$ cat src/rtl/dma_irq_pkg.sv
// Package: shared field positions of the DMA interrupt-control word.
// Assumes a 32-bit word. The channel count fixes where the enable byte,
// the master enable, the flag byte and the summary bit sit.
package dma_irq_pkg;
    localparam int WORD_W    = 32;
    localparam int CH_COUNT  = 7;
    localparam int SPARE_W   = 6;
    localparam int FORCE_POS = 15;
    localparam int EN_LO     = FORCE_POS + 1;
    localparam int MEN_POS   = EN_LO + CH_COUNT;
    localparam int FLAG_LO   = MEN_POS + 1;
    localparam int SUM_POS   = FLAG_LO + CH_COUNT;
    localparam int GAP_W     = FORCE_POS - SPARE_W;
endpackage

$ cat src/rtl/dma_irq_fields.sv
// Module: plain read-write fields of the interrupt-control word.
// Holds the spare bits, force bit, per-channel enables and master enable.
// All of them are loaded from the write data whenever wr_en is high.
// Assumes a synchronous active-low reset.
module dma_irq_fields #(
    parameter int NCH     = 7,
    parameter int SPARE_W = 6
) (
    input  logic               clk,
    input  logic               rst_n,
    input  logic               wr_en,
    input  logic [SPARE_W-1:0] wr_spare,
    input  logic               wr_force,
    input  logic [NCH-1:0]     wr_enable,
    input  logic               wr_master_en,
    output logic [SPARE_W-1:0] spare_q,
    output logic               force_q,
    output logic [NCH-1:0]     enable_q,
    output logic               master_en_q
);
    // Load every read-write field from the written word.
    always_ff @(posedge clk) begin
        if (!rst_n) begin
            spare_q     <= '0;
            force_q     <= 1'b0;
            enable_q    <= '0;
            master_en_q <= 1'b0;
        end else if (wr_en) begin
            spare_q     <= wr_spare;
            force_q     <= wr_force;
            enable_q    <= wr_enable;
            master_en_q <= wr_master_en;
        end
    end
endmodule

$ cat src/rtl/dma_irq_flags.sv
// Module: sticky per-channel completion flags.
// A flag is set by an enabled completion pulse and cleared by a
// write-1-to-clear request. A set in the same cycle takes precedence
// over a clear. Assumes a synchronous active-low reset.
module dma_irq_flags #(
    parameter int NCH = 7
) (
    input  logic           clk,
    input  logic           rst_n,
    input  logic [NCH-1:0] done_i,
    input  logic [NCH-1:0] enable_q,
    input  logic [NCH-1:0] clr_req,
    output logic [NCH-1:0] flag_q
);
    for (genvar c = 0; c < NCH; c++) begin : g_flag
        logic set_c;
        assign set_c = done_i[c] & enable_q[c];

        // Update one channel flag: set wins, then clear, else hold.
        always_ff @(posedge clk) begin
            if (!rst_n) begin
                flag_q[c] <= 1'b0;
            end else if (set_c) begin
                flag_q[c] <= 1'b1;
            end else if (clr_req[c]) begin
                flag_q[c] <= 1'b0;
            end
        end
    end
endmodule

$ cat src/rtl/dma_irq_summary.sv
// Module: summary-flag computation and interrupt edge detector.
// The summary is derived each cycle from the stored fields. The request
// pulse is high in the first cycle in which the summary reads 1.
// Assumes a synchronous active-low reset that clears the history bit.
module dma_irq_summary #(
    parameter int NCH = 7
) (
    input  logic           clk,
    input  logic           rst_n,
    input  logic           force_q,
    input  logic           master_en_q,
    input  logic [NCH-1:0] enable_q,
    input  logic [NCH-1:0] flag_q,
    output logic           summary,
    output logic           irq_pulse
);
    logic summary_prev;

    // Combine force and the enabled flags into the summary flag.
    always_comb begin
        summary = force_q | (master_en_q & (|(enable_q & flag_q)));
    end

    // Remember the previous summary value for edge detection.
    always_ff @(posedge clk) begin
        if (!rst_n) begin
            summary_prev <= 1'b0;
        end else begin
            summary_prev <= summary;
        end
    end

    assign irq_pulse = summary & ~summary_prev;
endmodule

$ cat src/rtl/dma_irq_ctrl.sv
// Module: top of the DMA interrupt-control register.
// Splits a write into field loads and flag clears, collects the stored
// fields into the readable word and drives the interrupt request pulse.
// Assumes single-cycle writes and single-cycle completion pulses.
module dma_irq_ctrl
    import dma_irq_pkg::*;
(
    input  logic                clk,
    input  logic                rst_n,
    input  logic                wr_en,
    input  logic [WORD_W-1:0]   wr_data,
    input  logic [CH_COUNT-1:0] done_i,
    output logic [WORD_W-1:0]   rd_data,
    output logic                irq_pulse
);
    logic [SPARE_W-1:0]  spare_q;
    logic                force_q;
    logic [CH_COUNT-1:0] enable_q;
    logic                master_en_q;
    logic [CH_COUNT-1:0] flag_q;
    logic [CH_COUNT-1:0] clr_req;
    logic                summary;

    // Clear requests exist only in a write cycle.
    always_comb begin
        clr_req = wr_en ? wr_data[FLAG_LO +: CH_COUNT] : '0;
    end

    dma_irq_fields #(.NCH(CH_COUNT), .SPARE_W(SPARE_W)) u_fields (
        .clk          (clk),
        .rst_n        (rst_n),
        .wr_en        (wr_en),
        .wr_spare     (wr_data[SPARE_W-1:0]),
        .wr_force     (wr_data[FORCE_POS]),
        .wr_enable    (wr_data[EN_LO +: CH_COUNT]),
        .wr_master_en (wr_data[MEN_POS]),
        .spare_q      (spare_q),
        .force_q      (force_q),
        .enable_q     (enable_q),
        .master_en_q  (master_en_q)
    );

    dma_irq_flags #(.NCH(CH_COUNT)) u_flags (
        .clk      (clk),
        .rst_n    (rst_n),
        .done_i   (done_i),
        .enable_q (enable_q),
        .clr_req  (clr_req),
        .flag_q   (flag_q)
    );

    dma_irq_summary #(.NCH(CH_COUNT)) u_summary (
        .clk         (clk),
        .rst_n       (rst_n),
        .force_q     (force_q),
        .master_en_q (master_en_q),
        .enable_q    (enable_q),
        .flag_q      (flag_q),
        .summary     (summary),
        .irq_pulse   (irq_pulse)
    );

    // Place every field at its position in the readable word.
    always_comb begin
        rd_data = {summary, flag_q, master_en_q, enable_q, force_q,
                   {GAP_W{1'b0}}, spare_q};
    end
endmodule

$ cat config.mk
export PLATFORM = sky130hd
export DESIGN_NAME = dma_irq_ctrl
export DESIGN_NICKNAME = d
export VERILOG_FILES = /design/src/rtl/dma_irq_pkg.sv /design/src/rtl/dma_irq_fields.sv /design/src/rtl/dma_irq_flags.sv /design/src/rtl/dma_irq_summary.sv /design/src/rtl/dma_irq_ctrl.sv
export SDC_FILE = /design/constraint.sdc
export NUM_CORES = 1
export LEC_CHECK = 0
export CAP_MARGIN = 20
export CORE_ASPECT_RATIO = 1.5
export CORE_MARGIN = 1.5
export CORE_UTILIZATION = 30
export DETAILED_ROUTE_END_ITERATION = 7
export PLACE_DENSITY = 0.79
export SYNTH_ARGS = -nofsm -noshare
export SYNTH_HDL_FRONTEND = slang
export SYNTH_SLANG_ARGS = --single-unit
$ cat constraint.sdc
create_clock -name clk -period 1.3 [get_ports clk]
set_clock_uncertainty 0.1 [all_clocks]
set_input_delay 0.195 -clock clk [delete_from_list [all_inputs] [get_ports clk]]
set_output_delay 0.195 -clock clk [all_outputs]
set_load 0.01 [all_outputs]
==> results.md <==
Timing:
- The worst path in the final design needs a cycle of 1640 ps, including I/O delays and setup.
- Hold is met by 416 ps.
- The number of failing hold endpoints at the final stage is 0.
- The post-layout worst setup margin is -342 ps.
- Setup violations remaining at the end of the flow were counted as 2.
- Setup repair after global routing could not meet its margin everywhere.
- The maximum clock frequency is 609 MHz.
- The number of pins with negative max-slew slack in the final report is 0.
- Of the available clock period, the critical path in the final layout requires 1.26.

Cells and area:
- The number of filler instances in the final layout is 296.
- After the last flow step, the layout net total stands at 213.
- The layout overhead on the synthesized area is 67.4%.
- The number of diodes added for antenna fixing is 0.
- Of the cells placed in the final design, the portion with a size suffix greater than 1 is 0.235.

Synth:
- The synthesized netlist occupies a cell area of 1030 um^2.
- The synthesized area per cell is roughly 10 um^2.
- The number of distinct standard cells referenced by the synthesized netlist is 17.
- Yosys attributes the largest share of cell area to dfxtp_1 44%, mux2i_1 15%, nor2b_1 13%, buf_4 8.7%, a22oi_1 5.1%.
- Of all cell types, the one taking the most synthesized area is dfxtp_1.
- In this run, synthesis inferred 0 flip-flops with an integrated enable.
- The most used flip-flop cell after synthesis is dfxtp_1.
- The most instantiated library cell after synthesis is dfxtp_1.
- In the synthesized netlist the async set-or-reset flop fraction comes to 0.
- The synthesized netlist cell count is 100.
- The sequential-to-total area share from yosys stat is 0.445.
- The share of Yosys cell area claimed by the top area cell type is 0.445.
- The commonest cells after synthesis are 23 x dfxtp_1, 22 x nor2b_1, 15 x mux2i_1.
- The synthesis-stage register bit count is 23.
- The number of warnings issued by yosys is 0.

CTS:
- Counting along the longest clock path gives a buffer depth of 2.
- The clock input transition at the sequential cells of the worst setup and hold paths is 70 ps.
- In this run, CTS created clock tree buffers numbering 3.
- The clock tree from TritonCTS is yes.
- The buffer type at the clock tree root is clkbuf_8.
- CTS built an H-tree with a depth of 1.
- The later pin in the worst-skew pair is clocked with a latency of between 200 and 300 ps.
- The tree built by TritonCTS fans out to 23 sinks.

Floorplanning:
- The die covers 3820 um^2.
- The starting density of the core is 0.321.
- The die is 51.0 um wide.
- The total number of placement rows is 25.
- In this run the standard cell core region covers 3220 um^2.
- The floorplan step set the die height to 74.9 um.
- The top-level port count is 75.

Power:
- The reported leakage power is 0.775 nW.
- VDD sags by at most between 0.0005 and 0.0006 V.
- The power per unit of standard cell area is 890 nW/um^2.
- Summing internal, switching and leakage power gives between 1.5 and 2 mW.

Outcome:
- The run finished, with violations left.
- The final reports fail on negative setup slack.

Place:
- At the end of routability-driven placement, the weighted congestion stood at 0.686.
- At the placement stage, the worst setup path has a slack of -373 ps.
- Once detailed placement completed, the half-perimeter wirelength came to around 2.1 mm.
- The count of input and output buffers is 55.

Drt:
- The total vias in the final route is 929.
- After the first detailed-routing iteration, the DRC count stood at 4.
- The post-detailed-route DRC marker count is 0.
- The via density per instance is 4.42.
- In this run the remaining antenna-violating nets after routing total 0.
- The total wirelength of the detailed-routed design is 2.58 mm.
- Dividing the detail-routed wire length by the instance count gives 12.3 um.
- Before antenna repair, the detailed router went through 2 iterations.

Critical path:
- The endpoint kind of the worst setup timing path is an output port.
- The endpoint arrival time on the critical path is about 1400 ps.
- STA classifies the critical path startpoint as a flop.
- The critical path class is flop to output port.
- The data required time at the worst endpoint is 1000 ps.
- Setup slack on the worst reg-to-reg path comes out at 160 ps.
- Along the worst path, the maximum fanout reaches 3.

Global routing:
- The total track usage is 0.141.
- The first global-routing pass estimated approximately 4.0 mm of wire.
- The maximum number of pins on one net before global-route repair is 23.
- The number of global-route vias before repair was 950.
- The number of antenna violations at the first check in global routing was 0.
- The total global routing overflow is 0.

Job:
- The tool flagged a number of max-cap violations equal to 0.

Worst hold path:
- The worst hold path class is flop to flop.
## routing by layer
metal / wire length [um] / global-route usage / vias to the layer above / share of wire
li1: - / - / 460 / -
met1: 931 / 0.129 / 426 / 0.36
met2: 1470 / 0.290 / 38 / 0.57
met3: 127 / 0.0139 / 5 / 0.049
met4: 55 / 0.0811 / 0 / 0.021
met5: 0 / 0 / - / 0
## kinds of logic (layout without fill, tap and decap cells)
| kind of cell | after synthesis | count (layout) | synth area share |
|---|---|---|---|
| AOI/OAI and AO/OA | 15 | 15 | 0.127 |
| buffers and inverters | 16 | 78 | 0.117 |
| DFF | 23 | 23 | 0.445 |
| muxes | 15 | 15 | 0.145 |
| other | 1 | 9 | 0.00362 |
| and+or+nand+nor | 30 | 30 | 0.162 |
## layout make-up
class / instances / area (um^2) / share of cell area
Multi-Input combinational cell: 69 / 488 / 0.282
Clock buffer: 4 / 45.0 / 0.0260
Timing Repair Buffer: 74 / 676 / 0.390
Tap cell: 40 / 50.0 / 0.0289
Sequential cell: 23 / 473 / 0.273
## worst max-delay path, stage by stage, from the launching register on
cell and delay [ps]:
dfxtp_1 310, a22o_1 230, a211oi_2 270, a21oi_1 120
buf_2 150
## repair_timing
action	in CTS	in global routing
gates resized for setup	45	13
buffers inserted	1	1
pin swaps	4	4
setup endpoints to repair	24	13
hold buffers	0	0
## power breakdown
| part | internal, mW | total, mW | switching, mW |
|---|---|---|---|
| Sequential | 0.745 | 0.768 | 0.0233 |
| Combinational | 0.214 | 0.346 | 0.133 |
| Clock | 0.218 | 0.426 | 0.208 |
| Total | 1.18 | 1.54 | 0.364 |
## registers in the layout, summed over array words and instances, names as in the netlist
name,flops
u_fields.master_en_q,1
u_flags.flag_q,7
u_fields.force_q,1
u_summary.summary_prev,1
u_fields.spare_q,6
u_fields.enable_q,7
## path summary, 6_finish.rpt
check             cells past startpoint                      to           startpoint
hold / removal                        2     u_fields.spare_q[0]  u_fields.spare_q[0]
setup reg to reg                      3  u_summary.summary_prev    u_flags.flag_q[3]
setup / recovery                      4             rd_data[31]    u_flags.flag_q[3]
hold reg to reg                       2     u_fields.spare_q[0]  u_fields.spare_q[0]
## metrics by stage
step | instance area [um^2] | TNS (ps) | utilization | instances
2_1_floorplan | 1070 | -7.25 | - | 108
3_3_place_gp | 1700 | -2450 | 0.528 | 206
3_5_place_dp | 1700 | -3210 | 0.528 | 206
4_1_cts | 1730 | -758 | 0.537 | 211
5_1_grt | 1730 | -788 | 0.537 | 210
6_report | 1730 | -668 | 0.537 | 210
## cell usage in the layout, fill, tap and decap left out
master and count:
dfxtp_2 10, clkdlybuf4s15_1 10, a22o_1 2, mux2i_1 15, clkbuf_8 3, dlygate4sd2_1 9, clkbuf_1 1, dfxtp_1 13
a22oi_1 7, a21oi_1 2, nor2b_1 22, nand2_1 7, buf_4 18, buf_6 1, buf_2 2, clkbuf_2 2
nor2_1 1, clkdlybuf4s50_1 31, o21ai_0 1, a211oi_2 2, a221oi_4 1, buf_12 1, conb_1 9
Note: power is estimated with default switching activity, not from simulation.
